<file path="config.mk">
export PLATFORM = sky130hd
export DESIGN_NAME = lps_resolver
export DESIGN_NICKNAME = d
export VERILOG_FILES = /design/src/rtl/lps_pkg.sv /design/src/rtl/lps_core_merge.sv /design/src/rtl/lps_depth_limit.sv /design/src/rtl/lps_mem_guard.sv /design/src/rtl/lps_resolver.sv
export SDC_FILE = /design/constraint.sdc
export NUM_CORES = 1
export LEC_CHECK = 0
export ABC_AREA = 0
export BUFFER_PORTS_ARGS = -buffer_cell sky130_fd_sc_hd__buf_4
export CAP_MARGIN = 20
export CORE_AREA = 2 2 58 60
export DETAILED_ROUTE_END_ITERATION = 12
export DIE_AREA = 0 0 60 62
export GPL_TIMING_DRIVEN = 0
export HOLD_SLACK_MARGIN = 0.02
export PLACE_DENSITY = 0.68
export SYNTH_ARGS = -nofsm -noshare
export SYNTH_HDL_FRONTEND = slang
export SYNTH_SLANG_ARGS = --single-unit
</file>
<file path="constraint.sdc">
create_clock -name clk -period 16.5 [get_ports clk]
set_clock_uncertainty 0.05 [all_clocks]
set_input_delay 3.3 -clock clk [delete_from_list [all_inputs] [get_ports clk]]
set_output_delay 3.3 -clock clk [all_outputs]
set_load 0.02 [all_outputs]
</file>
<file path="src/rtl/lps_pkg.sv">
package lps_pkg;
  localparam int CODE_W = 3;

  // core / graphics request codes
  localparam logic [CODE_W-1:0] RQ_C0 = 3'd0;
  localparam logic [CODE_W-1:0] RQ_C1 = 3'd1;
  localparam logic [CODE_W-1:0] RQ_C3 = 3'd2;
  localparam logic [CODE_W-1:0] RQ_C6 = 3'd3;
  localparam logic [CODE_W-1:0] RQ_C7 = 3'd4;

  // package state codes, ordered by depth
  typedef logic [CODE_W-1:0] pstate_t;
  localparam pstate_t PK_C0 = 3'd0;
  localparam pstate_t PK_C1 = 3'd1;
  localparam pstate_t PK_C2 = 3'd2;
  localparam pstate_t PK_C3 = 3'd3;
  localparam pstate_t PK_C6 = 3'd4;
  localparam pstate_t PK_C7 = 3'd5;

  function automatic pstate_t pk_min(input pstate_t a, input pstate_t b);
    return (a < b) ? a : b;
  endfunction

  function automatic pstate_t req_to_pk(input logic [CODE_W-1:0] rq);
    pstate_t r;
    case (rq)
      RQ_C1:   r = PK_C1;
      RQ_C3:   r = PK_C3;
      RQ_C6:   r = PK_C6;
      RQ_C7:   r = PK_C7;
      default: r = PK_C0;
    endcase
    return r;
  endfunction
endpackage

</file>
<file path="src/rtl/lps_core_merge.sv">
module lps_core_merge
  import lps_pkg::*;
#(
  parameter int NUM_CORES = 4
) (
  input  logic [NUM_CORES*CODE_W-1:0] core_req_i,
  output logic                        any_active_o,
  output logic [CODE_W-1:0]           shallow_o,
  output logic                        all_c7_o
);
  logic [CODE_W-1:0] code [NUM_CORES];
  logic [NUM_CORES-1:0] bad;

  genvar g;
  generate
    for (g = 0; g < NUM_CORES; g++) begin : g_unpack
      assign code[g] = core_req_i[g*CODE_W +: CODE_W];
      assign bad[g]  = (code[g] == RQ_C0) || (code[g] > RQ_C7);
    end
  endgenerate

  always_comb begin
    shallow_o = RQ_C7;
    all_c7_o  = 1'b1;
    for (int i = 0; i < NUM_CORES; i++) begin
      if (code[i] < shallow_o) shallow_o = code[i];
      if (code[i] != RQ_C7)    all_c7_o  = 1'b0;
    end
  end

  assign any_active_o = |bad;
endmodule

</file>
<file path="src/rtl/lps_depth_limit.sv">
module lps_depth_limit
  import lps_pkg::*;
(
  input  logic              any_active_i,
  input  logic [CODE_W-1:0] shallow_i,
  input  logic [CODE_W-1:0] gfx_req_i,
  input  logic              auto_promo_i,
  input  pstate_t           plat_limit_i,
  input  pstate_t           sw_cap_i,
  input  logic              near_term_i,
  output pstate_t           base_o
);
  logic    gfx_deep;
  pstate_t cand;

  assign gfx_deep = (gfx_req_i >= RQ_C3) && (gfx_req_i <= RQ_C7);

  always_comb begin
    if (any_active_i) begin
      cand = PK_C0;
    end else if (shallow_i == RQ_C1) begin
      cand = auto_promo_i ? PK_C1 : PK_C0;
    end else if (!gfx_deep) begin
      cand = PK_C1;
    end else begin
      cand = req_to_pk(shallow_i);
      if (near_term_i) cand = pk_min(cand, PK_C2);
    end
    base_o = pk_min(pk_min(cand, plat_limit_i), sw_cap_i);
  end
endmodule

</file>
<file path="src/rtl/lps_mem_guard.sv">
module lps_mem_guard
  import lps_pkg::*;
#(
  parameter int CNT_W = 8
) (
  input  pstate_t           base_i,
  input  logic              all_c7_i,
  input  logic              mem_pend_i,
  input  logic [CNT_W-1:0]  mem_outst_i,
  output pstate_t           final_o,
  output logic              flush_o
);
  logic busy;
  logic hold;

  assign busy    = mem_pend_i || (mem_outst_i != '0);
  assign hold    = busy && (base_i >= PK_C3);
  assign final_o = hold ? PK_C2 : base_i;
  assign flush_o = !hold && (base_i == PK_C6) && all_c7_i;
endmodule

</file>
<file path="src/rtl/lps_resolver.sv">
module lps_resolver
  import lps_pkg::*;
#(
  parameter int NUM_CORES = 4,
  parameter int CNT_W     = 8
) (
  input  logic                        clk,
  input  logic                        rst,
  input  logic [NUM_CORES*CODE_W-1:0] core_req_i,
  input  logic [CODE_W-1:0]           gfx_req_i,
  input  logic [CODE_W-1:0]           sw_cap_i,
  input  logic                        auto_promo_i,
  input  logic [CODE_W-1:0]           plat_limit_i,
  input  logic                        near_term_i,
  input  logic                        mem_pend_i,
  input  logic [CNT_W-1:0]            mem_outst_i,
  output logic [CODE_W-1:0]           pkg_state_o,
  output logic                        llc_flush_o,
  output logic                        llc_valid_o,
  output logic                        state_chg_o
);
  logic              any_active;
  logic [CODE_W-1:0] shallow;
  logic              all_c7;
  pstate_t           base_st;
  pstate_t           next_st;
  logic              next_flush;
  logic              next_valid;

  lps_core_merge #(.NUM_CORES(NUM_CORES)) u_merge (
    .core_req_i   (core_req_i),
    .any_active_o (any_active),
    .shallow_o    (shallow),
    .all_c7_o     (all_c7)
  );

  lps_depth_limit u_limit (
    .any_active_i (any_active),
    .shallow_i    (shallow),
    .gfx_req_i    (gfx_req_i),
    .auto_promo_i (auto_promo_i),
    .plat_limit_i (plat_limit_i),
    .sw_cap_i     (sw_cap_i),
    .near_term_i  (near_term_i),
    .base_o       (base_st)
  );

  lps_mem_guard #(.CNT_W(CNT_W)) u_guard (
    .base_i      (base_st),
    .all_c7_i    (all_c7),
    .mem_pend_i  (mem_pend_i),
    .mem_outst_i (mem_outst_i),
    .final_o     (next_st),
    .flush_o     (next_flush)
  );

  assign next_valid = (next_st != PK_C7) && !next_flush;

  always_ff @(posedge clk) begin
    if (rst) begin
      pkg_state_o <= PK_C0;
      llc_flush_o <= 1'b0;
      llc_valid_o <= 1'b1;
      state_chg_o <= 1'b0;
    end else begin
      pkg_state_o <= next_st;
      llc_flush_o <= next_flush;
      llc_valid_o <= next_valid;
      state_chg_o <= (next_st != pkg_state_o) && (next_st != PK_C1);
    end
  end
endmodule

</file>
==> flow_summary.yaml <==
cts:
  clk_pin_slew_ps: 40
  postCtsSetupBuffers: 0
  clock_sinks: 6
  cts_hold_buf: 0
  clockBufferDepth: 2
  numCtsBuffers: 3
  htree_levels: 1
  cts-resized-gates: 0
  clkLatencyLatePin_ps: 250
  cts_tree: "done"
  cts_root_buf: "clkbuf_4"
synthesis:
  netlist_top_cells_area: "ha_1 (16%), dfxtp_1 (9.1%), nor2_1 (6.8%)"
  synth_edf_count: 0
  netlist_area_um2: 1320
  synth.avg_cell_area_um2: 7.79
  seq_area_frac_synth: 0.0913
  ys_ff_latch: 6
  yosysUniqueCellTypes: 57
  ys.flop_type: "dfxtp_1"
  synth_top_area_cell: "ha_1"
  synth-async-reset-ratio: 0
  yosys_warnings: 0
  synth_top_area_frac: 0.162
  syn_inst: 169
  syn_nets: 220
global_routing:
  globalRoute.totalOverflow: 0
  grt_usage: 0.184
  grt_pass1_wl_um: 5420
  antenna_found_initial: 0
  grt_max_degree: 8
  grt_pass1_vias: 1351
sta:
  fmax_ghz: 0.111
  fin_tns_setup_ps: 0
  rsz0062_at_grt: "false"
  min_period_ps: 8980
  post-route-period-util: 0.544
  relSlewSlack: 0.667
  setup_viol: 0
  hold_viol: 0
  worst_pin_slew_ps: 495
  drv_slew: 0
placed_design:
  dp_cells: 254
  detailed_place_hpwl_um: 2700
  gp_routability_congestion: 0.824
  port_buffers: 39
final_layout:
  nets: 264
  area_growth_syn_to_layout_pct: 28.3
  drive_above_1_share: 0.303
  n_antenna_cell: 0
  fin_cells: 257
die:
  die_w_um: 60
  io-pin-count: 40
  core_um2: 3180
  row_count: 21
  dieArea_um2: 3720
  die_y_um: 62
  initial_core_util: 0.414
setup_path:
  cp_common_cell: "ha_1"
  cpLargestDelayFamily: "compound AO/OA/AOI/OAI gates"
  path_depth: 25
  r2r_slack_ps: 15650
  path_class: "primary input to register"
  crit_fanout: 7
  startpoint_type: "primary input"
  critPathArrivalTime_ps: 9080
  cp-startpoint: "core_req_i[2]"
  end_kind: "register"
  reg2reg_depth: 2
  critPathBufInv: 1
  r2r_start: "pkg_state_o[1]$_SDFF_PP0_"
  cpMaxStageDelayCell: "a31oi_1"
  worstPathRequired_ps: 16610
  cp_slowest_stage_delay_ps: 390
worst_hold_path:
  holdPathStages: 2
  hold_start: "pkg_state_o[1]$_SDFF_PP0_"
  worstHoldPathType: "register to register"
routing:
  route.vias.total: 1441
  ant_nets: 0
  drt_iter0_drc: 38
  wl_per_cell_um: 12.5
  first_pass_iters: 4
  via_per_inst: 5.61
  drc: 0
  totalWireLength_um: 3210
status:
  status: "finished clean"
flow_run:
  cap_violations: 0
pwr:
  leakage_nw: 0.769
  ir_worst_vdd_v: 0.0000146
  p_per_area_nw_per_um2: 43.3
cell usage after synthesis (3+ instances only):
master     n
a21oi_1    7
o211ai_1   4
a221o_1    3
or2_2      3
inv_1     15
ha_1      17
nor2b_1    3
o21ai_0    4
nor2_1    24
nand2_1    8
nor3_1     8
a21o_1     3
a31oi_1    3
o21a_1     4
dfxtp_1    6
stage by stage:
stage          setup slack (ps)  power (mW)   util  area (um2)  hold slack (ps)
2_1_floorplan              7970      0.0452      -        1320              643
3_3_place_gp               7390      0.0582  0.524        1670              558
3_5_place_dp               7300      0.0596  0.524        1670              576
4_1_cts                    7530      0.0736  0.531        1690              587
5_1_grt                    6980      0.0790  0.531        1690              625
6_report                   7520      0.0731  0.531        1690              582
flip-flops by register name, summed over array words and instances, names as in the netlist:
signal and flops:
pkg_state_o 3, llc_flush_o 1, llc_valid_o 1, state_chg_o 1
area by class of cell:
class,instances,area [um2]
multi-input combinational,147,1130
buffer,1,11.3
tap,46,57.6
fill,316,1490
timing repair buffer,39,293
clock buffer,3,22.5
sequential,6,120
inverter,15,56.3
cells in the final DEF, fill, tap and decap left out, types with 2 or more instances in the layout:
cell | synthesis | layout
clkbuf_4 | 0 | 3
ha_1 | 17 | 17
o21ai_1 | 2 | 2
o21a_1 | 4 | 4
a21oi_2 | 2 | 2
inv_1 | 15 | 15
o31a_1 | 2 | 2
o211ai_1 | 4 | 4
and4_1 | 2 | 2
nand2_1 | 8 | 8
nor3_1 | 8 | 8
nand3_1 | 2 | 2
a221o_1 | 3 | 3
dfxtp_1 | 6 | 6
o31ai_1 | 2 | 2
nand4_1 | 2 | 2
or2_2 | 3 | 3
and2_1 | 2 | 2
nor2b_1 | 3 | 3
a21oi_1 | 7 | 7
a31oi_1 | 3 | 3
o2111a_1 | 2 | 2
a21o_1 | 3 | 3
nand2b_1 | 2 | 2
buf_4 | 0 | 39
a211oi_1 | 2 | 2
o21ai_0 | 4 | 4
xor2_1 | 2 | 2
or2_1 | 2 | 2
nor2_1 | 24 | 24
and3_1 | 2 | 2
nor4_1 | 2 | 2
per-layer routing:
metal | routed length, um | vias to the layer above | global-route usage
li1 | - | 728 | -
met4 | 31 | 0 | 0.0698
met5 | 0 | - | 0
met2 | 1650 | 47 | 0.352
met3 | 149 | 6 | 0.0104
met1 | 1380 | 660 | 0.214
path summary, 6_finish.rpt:
path | to
max | state_chg_o$_SDFF_PP0_
min | state_chg_o$_SDFF_PP0_
max reg2reg | state_chg_o$_SDFF_PP0_
min reg2reg | state_chg_o$_SDFF_PP0_
worst min-delay path, stage by stage, from the launching register on:
cell	delay, ps
dfxtp_1	350
xnor2_1	140
a311oi_2	100
where the power goes:
group          leakage [nW]  internal (mW)  switching [mW]  total [mW]
Combinational         0.706         0.0210          0.0231      0.0441
Clock                0.0138        0.00821         0.00510      0.0133
Sequential           0.0488         0.0153        0.000370      0.0157
logic make-up after synthesis:
logic type / synth area share
compound gates: 0.379
flops: 0.0913
buf+inv: 0.0513
simple gates: 0.277
mux: 0.0200
fa+ha+maj: 0.162
xor+xnor: 0.0200
(Power assumes the default switching activity.)
